==> config.mk <==
export PLATFORM = sky130hd
export DESIGN_NAME = dch_access_arbiter
export DESIGN_NICKNAME = d
export VERILOG_FILES = /design/src/rtl/dch_pkg.sv /design/src/rtl/dch_ones_counter.sv /design/src/rtl/dch_level_ctrl.sv /design/src/rtl/dch_access_fsm.sv /design/src/rtl/dch_access_arbiter.sv
export SDC_FILE = /design/constraint.sdc
export NUM_CORES = 1
export LEC_CHECK = 0
export BUFFER_PORTS_ARGS = -buffer_cell sky130_fd_sc_hd__buf_2
export CORE_AREA = 2 2 39 41
export CTS_CLUSTER_SIZE = 8
export DETAILED_ROUTE_END_ITERATION = 8
export DIE_AREA = 0 0 41 43
export PLACE_DENSITY = 0.63
export SYNTH_ARGS = -nofsm -noshare
export SYNTH_HDL_FRONTEND = slang
export SYNTH_SLANG_ARGS = --single-unit
==> constraint.sdc <==
create_clock -name clk -period 4.6 [get_ports clk]
set_input_delay 0.92 -clock clk [delete_from_list [all_inputs] [get_ports clk]]
set_output_delay 0.92 -clock clk [all_outputs]
set_load 0.01 [all_outputs]
==> src/rtl/dch_pkg.sv <==
package dch_pkg;

    typedef enum logic {
        ST_LISTEN = 1'b0,
        ST_SEND   = 1'b1
    } arb_state_e;

    typedef struct packed {
        logic strobe;
        logic echo;
        logic sent;
    } line_smp_t;

    // ones required for a given class/level combination
    function automatic int unsigned ones_needed(
        input logic        sig_class,
        input logic        low_level,
        input int unsigned cls1_norm,
        input int unsigned cls2_norm,
        input int unsigned low_step
    );
        int unsigned base;
        base = sig_class ? cls1_norm : cls2_norm;
        return low_level ? base + low_step : base;
    endfunction

endpackage

==> src/rtl/dch_ones_counter.sv <==
module dch_ones_counter #(
    parameter int unsigned MAX_CNT = 11,
    parameter int unsigned CNT_W   = 4
) (
    input  logic             clk,
    input  logic             rst,
    input  logic             clear,
    input  logic             strobe,
    input  logic             echo,
    output logic [CNT_W-1:0] cnt
);
    localparam logic [CNT_W-1:0] SAT = CNT_W'(MAX_CNT);

    always_ff @(posedge clk) begin
        if (rst || clear) begin
            cnt <= '0;
        end else if (strobe) begin
            if (!echo)
                cnt <= '0;
            else if (cnt != SAT)
                cnt <= cnt + 1'b1;
        end
    end

    AST_ZERO_CLEARS_RUN: assert property (@(posedge clk) disable iff (rst)
        (strobe && !echo && !clear) |=> (cnt == '0));

    AST_NO_STROBE_HOLDS: assert property (@(posedge clk) disable iff (rst)
        (!strobe && !clear) |=> $stable(cnt));

endmodule

==> src/rtl/dch_level_ctrl.sv <==
module dch_level_ctrl (
    input  logic clk,
    input  logic rst,
    input  logic set_low,
    input  logic back_normal,
    output logic low_level
);
    always_ff @(posedge clk) begin
        if (rst)
            low_level <= 1'b0;
        else if (set_low)
            low_level <= 1'b1;
        else if (back_normal)
            low_level <= 1'b0;
    end

    AST_LOW_AFTER_FRAME: assert property (@(posedge clk) disable iff (rst)
        set_low |=> low_level);

endmodule

==> src/rtl/dch_access_fsm.sv <==
module dch_access_fsm
    import dch_pkg::*;
(
    input  logic      clk,
    input  logic      rst,
    input  line_smp_t line,
    input  logic      frame_req,
    input  logic      frame_end,
    input  logic      class_sig,
    input  logic      thr_met,
    output logic      grant,
    output logic      grant_go,
    output logic      coll_abort,
    output logic      done_ok,
    output logic      cls_q
);
    arb_state_e state_q;
    logic       collide;

    assign grant    = (state_q == ST_SEND);
    assign grant_go = !grant && frame_req && thr_met;
    assign collide  = grant && line.strobe && (line.echo != line.sent);
    assign done_ok  = grant && frame_end && !collide;

    always_ff @(posedge clk) begin
        if (rst) begin
            state_q    <= ST_LISTEN;
            coll_abort <= 1'b0;
            cls_q      <= 1'b1;
        end else begin
            coll_abort <= collide;
            if (!grant)
                cls_q <= class_sig;
            unique case (state_q)
                ST_LISTEN: if (grant_go) state_q <= ST_SEND;
                ST_SEND:   if (collide || done_ok) state_q <= ST_LISTEN;
                default:   state_q <= ST_LISTEN;
            endcase
        end
    end

    AST_GRANT_NEEDS_REQ: assert property (@(posedge clk) disable iff (rst)
        $rose(grant) |-> $past(frame_req));

    AST_ABORT_ONE_CYCLE: assert property (@(posedge clk) disable iff (rst)
        coll_abort |=> !coll_abort);

    AST_ABORT_NO_GRANT: assert property (@(posedge clk) disable iff (rst)
        coll_abort |-> !grant);

    AST_CLASS_FROZEN: assert property (@(posedge clk) disable iff (rst)
        $past(grant) |-> $stable(cls_q));

endmodule

==> src/rtl/dch_access_arbiter.sv <==
module dch_access_arbiter
    import dch_pkg::*;
#(
    parameter int unsigned CLS1_NORM = 8,
    parameter int unsigned CLS2_NORM = 10,
    parameter int unsigned LOW_STEP  = 1
) (
    input  logic clk,
    input  logic rst,
    input  logic bit_strobe,
    input  logic echo_bit,
    input  logic sent_bit,
    input  logic class_sig,
    input  logic frame_req,
    input  logic frame_end,
    output logic grant,
    output logic coll_abort
);
    localparam int unsigned TOP_CNT =
        ((CLS1_NORM > CLS2_NORM) ? CLS1_NORM : CLS2_NORM) + LOW_STEP;
    localparam int unsigned CNT_W = $clog2(TOP_CNT + 1);

    line_smp_t        line;
    logic [CNT_W-1:0] run_cnt;
    logic [CNT_W-1:0] thr_now;
    logic [CNT_W-1:0] thr_low;
    logic             low_level;
    logic             cls_q;
    logic             grant_go;
    logic             done_ok;
    logic             back_normal;

    assign line = '{strobe: bit_strobe, echo: echo_bit, sent: sent_bit};

    assign thr_now = CNT_W'(ones_needed(cls_q, low_level, CLS1_NORM, CLS2_NORM, LOW_STEP));
    assign thr_low = CNT_W'(ones_needed(cls_q, 1'b1, CLS1_NORM, CLS2_NORM, LOW_STEP));
    assign back_normal = !grant && low_level && (run_cnt >= thr_low);

    dch_ones_counter #(
        .MAX_CNT (TOP_CNT),
        .CNT_W   (CNT_W)
    ) u_cnt (
        .clk    (clk),
        .rst    (rst),
        .clear  (grant | grant_go),
        .strobe (bit_strobe),
        .echo   (echo_bit),
        .cnt    (run_cnt)
    );

    dch_level_ctrl u_lvl (
        .clk         (clk),
        .rst         (rst),
        .set_low     (done_ok),
        .back_normal (back_normal),
        .low_level   (low_level)
    );

    dch_access_fsm u_fsm (
        .clk        (clk),
        .rst        (rst),
        .line       (line),
        .frame_req  (frame_req),
        .frame_end  (frame_end),
        .class_sig  (class_sig),
        .thr_met    (run_cnt >= thr_now),
        .grant      (grant),
        .grant_go   (grant_go),
        .coll_abort (coll_abort),
        .done_ok    (done_ok),
        .cls_q      (cls_q)
    );

    AST_GRANT_AT_THRESHOLD: assert property (@(posedge clk) disable iff (rst)
        $rose(grant) |-> ($past(run_cnt) >= $past(thr_now)));

    AST_RUN_HELD_WHILE_SENDING: assert property (@(posedge clk) disable iff (rst)
        $past(grant) |-> (run_cnt == '0));

endmodule

==> results.rst <==
.. list-table::
   :header-rows: 1

   * - Metric
     - Value
   * - Outcome
     - complete, no violations
   * - Via density per instance
     - 5.40
   * - Total placed cells including tap cells
     - 69
   * - Place WS
     - 2.76 ns
   * - Total number of vias
     - 389
   * - Number of post-CTS setup repair buffers
     - 0
   * - VDD IR-drop max
     - 0.000134 V
   * - Global route total overflow
     - 0
   * - Number of CTS-inserted buffers
     - 3
   * - Top achievable clock speed
     - approximately 540 MHz
   * - Largest net degree at the start of global routing
     - 10
   * - Fraction of final layout cells sized beyond drive strength 1
     - 0.286
   * - Most common library cell in the layout ignoring fill and taps
     - sky130_fd_sc_hd__buf_2
   * - R2R Path Start
     - u_cnt.cnt[0]$_SDFFE_PP0P_
   * - Slowest cell delay on critical path
     - 0.44 ns
   * - Detailed placement HPWL
     - 594 um
   * - Commonest cells after routing, fill and taps aside
     - 9 x sky130_fd_sc_hd__buf_2, 8 x sky130_fd_sc_hd__dfxtp_1, 5 x sky130_fd_sc_hd__nand2_1, 5 x sky130_fd_sc_hd__a21oi_1
   * - Share of the yosys chip area belonging to registers
     - 0.381
   * - Global-route wire length before repair
     - 1.28 mm
   * - Sink count of the clock tree
     - 8
   * - Routed wire length per instance
     - 10.9 um
   * - Source of the worst hold timing path
     - u_fsm.cls_q$_SDFFE_PP1N_
   * - Initial antenna violation count
     - 0
   * - Longest Clk Path Bufs
     - 2
   * - Share of the core filled with cells
     - 0.367
   * - Height of the die
     - 43 um
   * - FF+latch count, synth
     - 8
   * - Count of distinct cell types in the synthesized netlist
     - 19
   * - TritonCTS clock tree
     - built
   * - DRC errors left
     - 0
   * - Syn_nets
     - 55
   * - Setup TNS
     - 0 ns
   * - Critical Path Start
     - u_cnt.cnt[0]$_SDFFE_PP0P_
   * - Count of pins on the block boundary
     - 10
   * - Endpoints failing hold
     - 0
   * - H-tree level count
     - 1
   * - Number of detailed-route iterations in the first pass
     - 4
   * - Aggregate routed wire length
     - 785 um
   * - Path type of the worst min-delay path
     - register to register
   * - Total of warnings raised by yosys
     - 0
   * - Number of instances in the synthesized netlist
     - 44
   * - Die X-Extent
     - 41 um
   * - Final-stage net count
     - 69
   * - Resized Gates After CTS
     - 0
   * - Least setup slack across all paths after layout
     - about 2.8 ns
   * - Min cycle time layout
     - about 1.8 ns
   * - Setup violations, final
     - 0
   * - Filler Cell Count
     - 146
   * - Share of the clock period used by the worst path
     - 0.400
   * - Via count of the first global-routing pass
     - between 300 and 400
   * - Quantity of I/O buffers inserted on ports
     - 9
   * - # diodes
     - 0
   * - Site Rows
     - 14
   * - Clock Pin Slew Worst Setup and Hold Paths
     - 0.05 ns
   * - Post-route ant nets
     - 0
   * - Required time of the worst setup path
     - 4.78 ns
   * - Leakage power total
     - 0.204 nW
   * - Area of the die
     - 1760 um2
   * - Relative slew slack
     - 0.836
   * - Crit-path max FO
     - 5
   * - Post-Synthesis Cell Area
     - 420 um2
   * - Hold bufs inserted after CTS
     - 0
   * - Area inside the core boundary
     - between 1000 and 1500 um2
   * - RSZ-0062 raised after global routing
     - no
   * - Number of max-slew violations in the final report
     - 0
   * - Pwr dens
     - 272 nW/um2
   * - Kind of capture point of the worst setup path
     - register
   * - Per-instance average area after synthesis
     - 9.55 um2
   * - Post-route clock skew
     - 0.00514 ns
   * - CP Launch Type
     - register
   * - Final GP Congestion
     - 0.848
   * - Hold Worst Slack
     - around 0.48 ns
   * - Critical path arrival
     - 2.02 ns
   * - Ordered list of cells on the worst path
     - inv_1 -> ha_1 -> nand2b_4 -> a211o_1 -> a311o_2 -> nor3_2
   * - Cell at the root of the clock tree
     - sky130_fd_sc_hd__clkbuf_4
   * - Non-Filler Instances
     - 72
   * - Category of the critical setup timing path
     - register to register
   * - Slowest cell on the critical path
     - sky130_fd_sc_hd__a311o_2
   * - Drt first-iter violations
     - 6
   * - Clock latency at the later pin of the worst-skew pair
     - roughly 0.25 ns
   * - Layout overhead on the synthesized area
     - 20.8%
   * - Global routing usage summed across all routing layers
     - 0.114
   * - Effective utilization at floorplan
     - 0.304
   * - Maximum Capacitance Violations
     - 0
   * - Transition time of the tightest slew-check pin
     - 0.246 ns
per-layer routing:
metal / wire, um / vias to the layer above / GRT usage / part of all wire
li1: - / 193 / - / -
met1: 355 / 181 / 0.139 / 0.45
met2: 356 / 15 / 0.144 / 0.45
met3: 72 / 0 / 0.0942 / 0.092
met4: 0 / 0 / 0.0400 / 0
met5: 0 / - / 0 / 0
cell type report:
| type | instances | area (um2) | area share |
|---|---|---|---|
| clock buffer | 3 | 22.5 | 0.0443 |
| inverter | 1 | 3.75 | 0.00739 |
| multi-input combinational | 35 | 256 | 0.505 |
| sequential | 8 | 160 | 0.315 |
| tap | 16 | 20.0 | 0.0394 |
| timing repair buffer | 9 | 45.0 | 0.0887 |
per-stage QoR:
step,area [um2],power (mW)
6_report,508,0.138
4_1_cts,508,0.142
2_1_floorplan,420,0.0802
5_1_grt,508,0.150
3_5_place_dp,485,0.0865
3_3_place_gp,485,0.0864
report_power, final:
part,leakage (nW),internal [mW],switching [mW]
registers,0.0649,0.0706,0.00111
clock network,0.0138,0.0298,0.0235
logic,0.125,0.00641,0.00691
Yosys cell counts (all sizes together):
| cell type | n | area, um2 |
|---|---|---|
| nand4 | 3 | 18.8 |
| xor2 | 2 | 17.5 |
| nand3 | 1 | 5.00 |
| o21ai | 1 | 5.00 |
| inv | 1 | 3.75 |
| ha | 3 | 37.5 |
| a211oi | 2 | 15.0 |
| nand3b | 1 | 7.51 |
| nor3b | 1 | 7.51 |
| a21oi | 5 | 25.0 |
| nor2b | 2 | 12.5 |
| nor3 | 2 | 20.0 |
| nand2b | 2 | 20.0 |
| a211o | 2 | 17.5 |
| a311o | 1 | 11.3 |
| dfxtp | 8 | 160 |
| nand4b | 2 | 17.5 |
| nand2 | 5 | 18.8 |
registers in the layout (all words and copies together), names as in the netlist:
name and cells:
u_lvl.low_level 1, u_cnt.cnt 4, u_fsm.coll_abort 1, u_fsm.grant 1, u_fsm.cls_q 1
path summary, 6_finish.rpt:
check,endpoint,slack [ns],cells past startpoint
worst max-delay path,u_cnt.cnt[2]$_SDFFE_PP0P_,2.76,6
worst min-delay path,u_fsm.cls_q$_SDFFE_PP1N_,0.48,1
worst max register to register,u_cnt.cnt[2]$_SDFFE_PP0P_,2.76,6
worst min register to register,u_fsm.cls_q$_SDFFE_PP1N_,0.48,1
cells by family (layout without fill, tap and decap cells):
group	Yosys count	in the layout	share of synthesized area
AOI/OAI and AO/OA	11	11	0.176
xor gates and xnor gates	2	2	0.0417
and+or+nand+nor	19	19	0.304
buffers and inverters	1	13	0.00892
adders and majority gates	3	3	0.0893
DFF	8	8	0.381
critical path, delay by kind of cell, from the launching register on:
kind                       cells  cell delay [ns]
buffers and inverters          1             0.08
AOI/OAI and AO/OA              2             0.74
DFF                            1             0.39
adders and majority gates      1             0.29
and+or+nand+nor                2             0.28
Power figures use the tool's default switching activity.
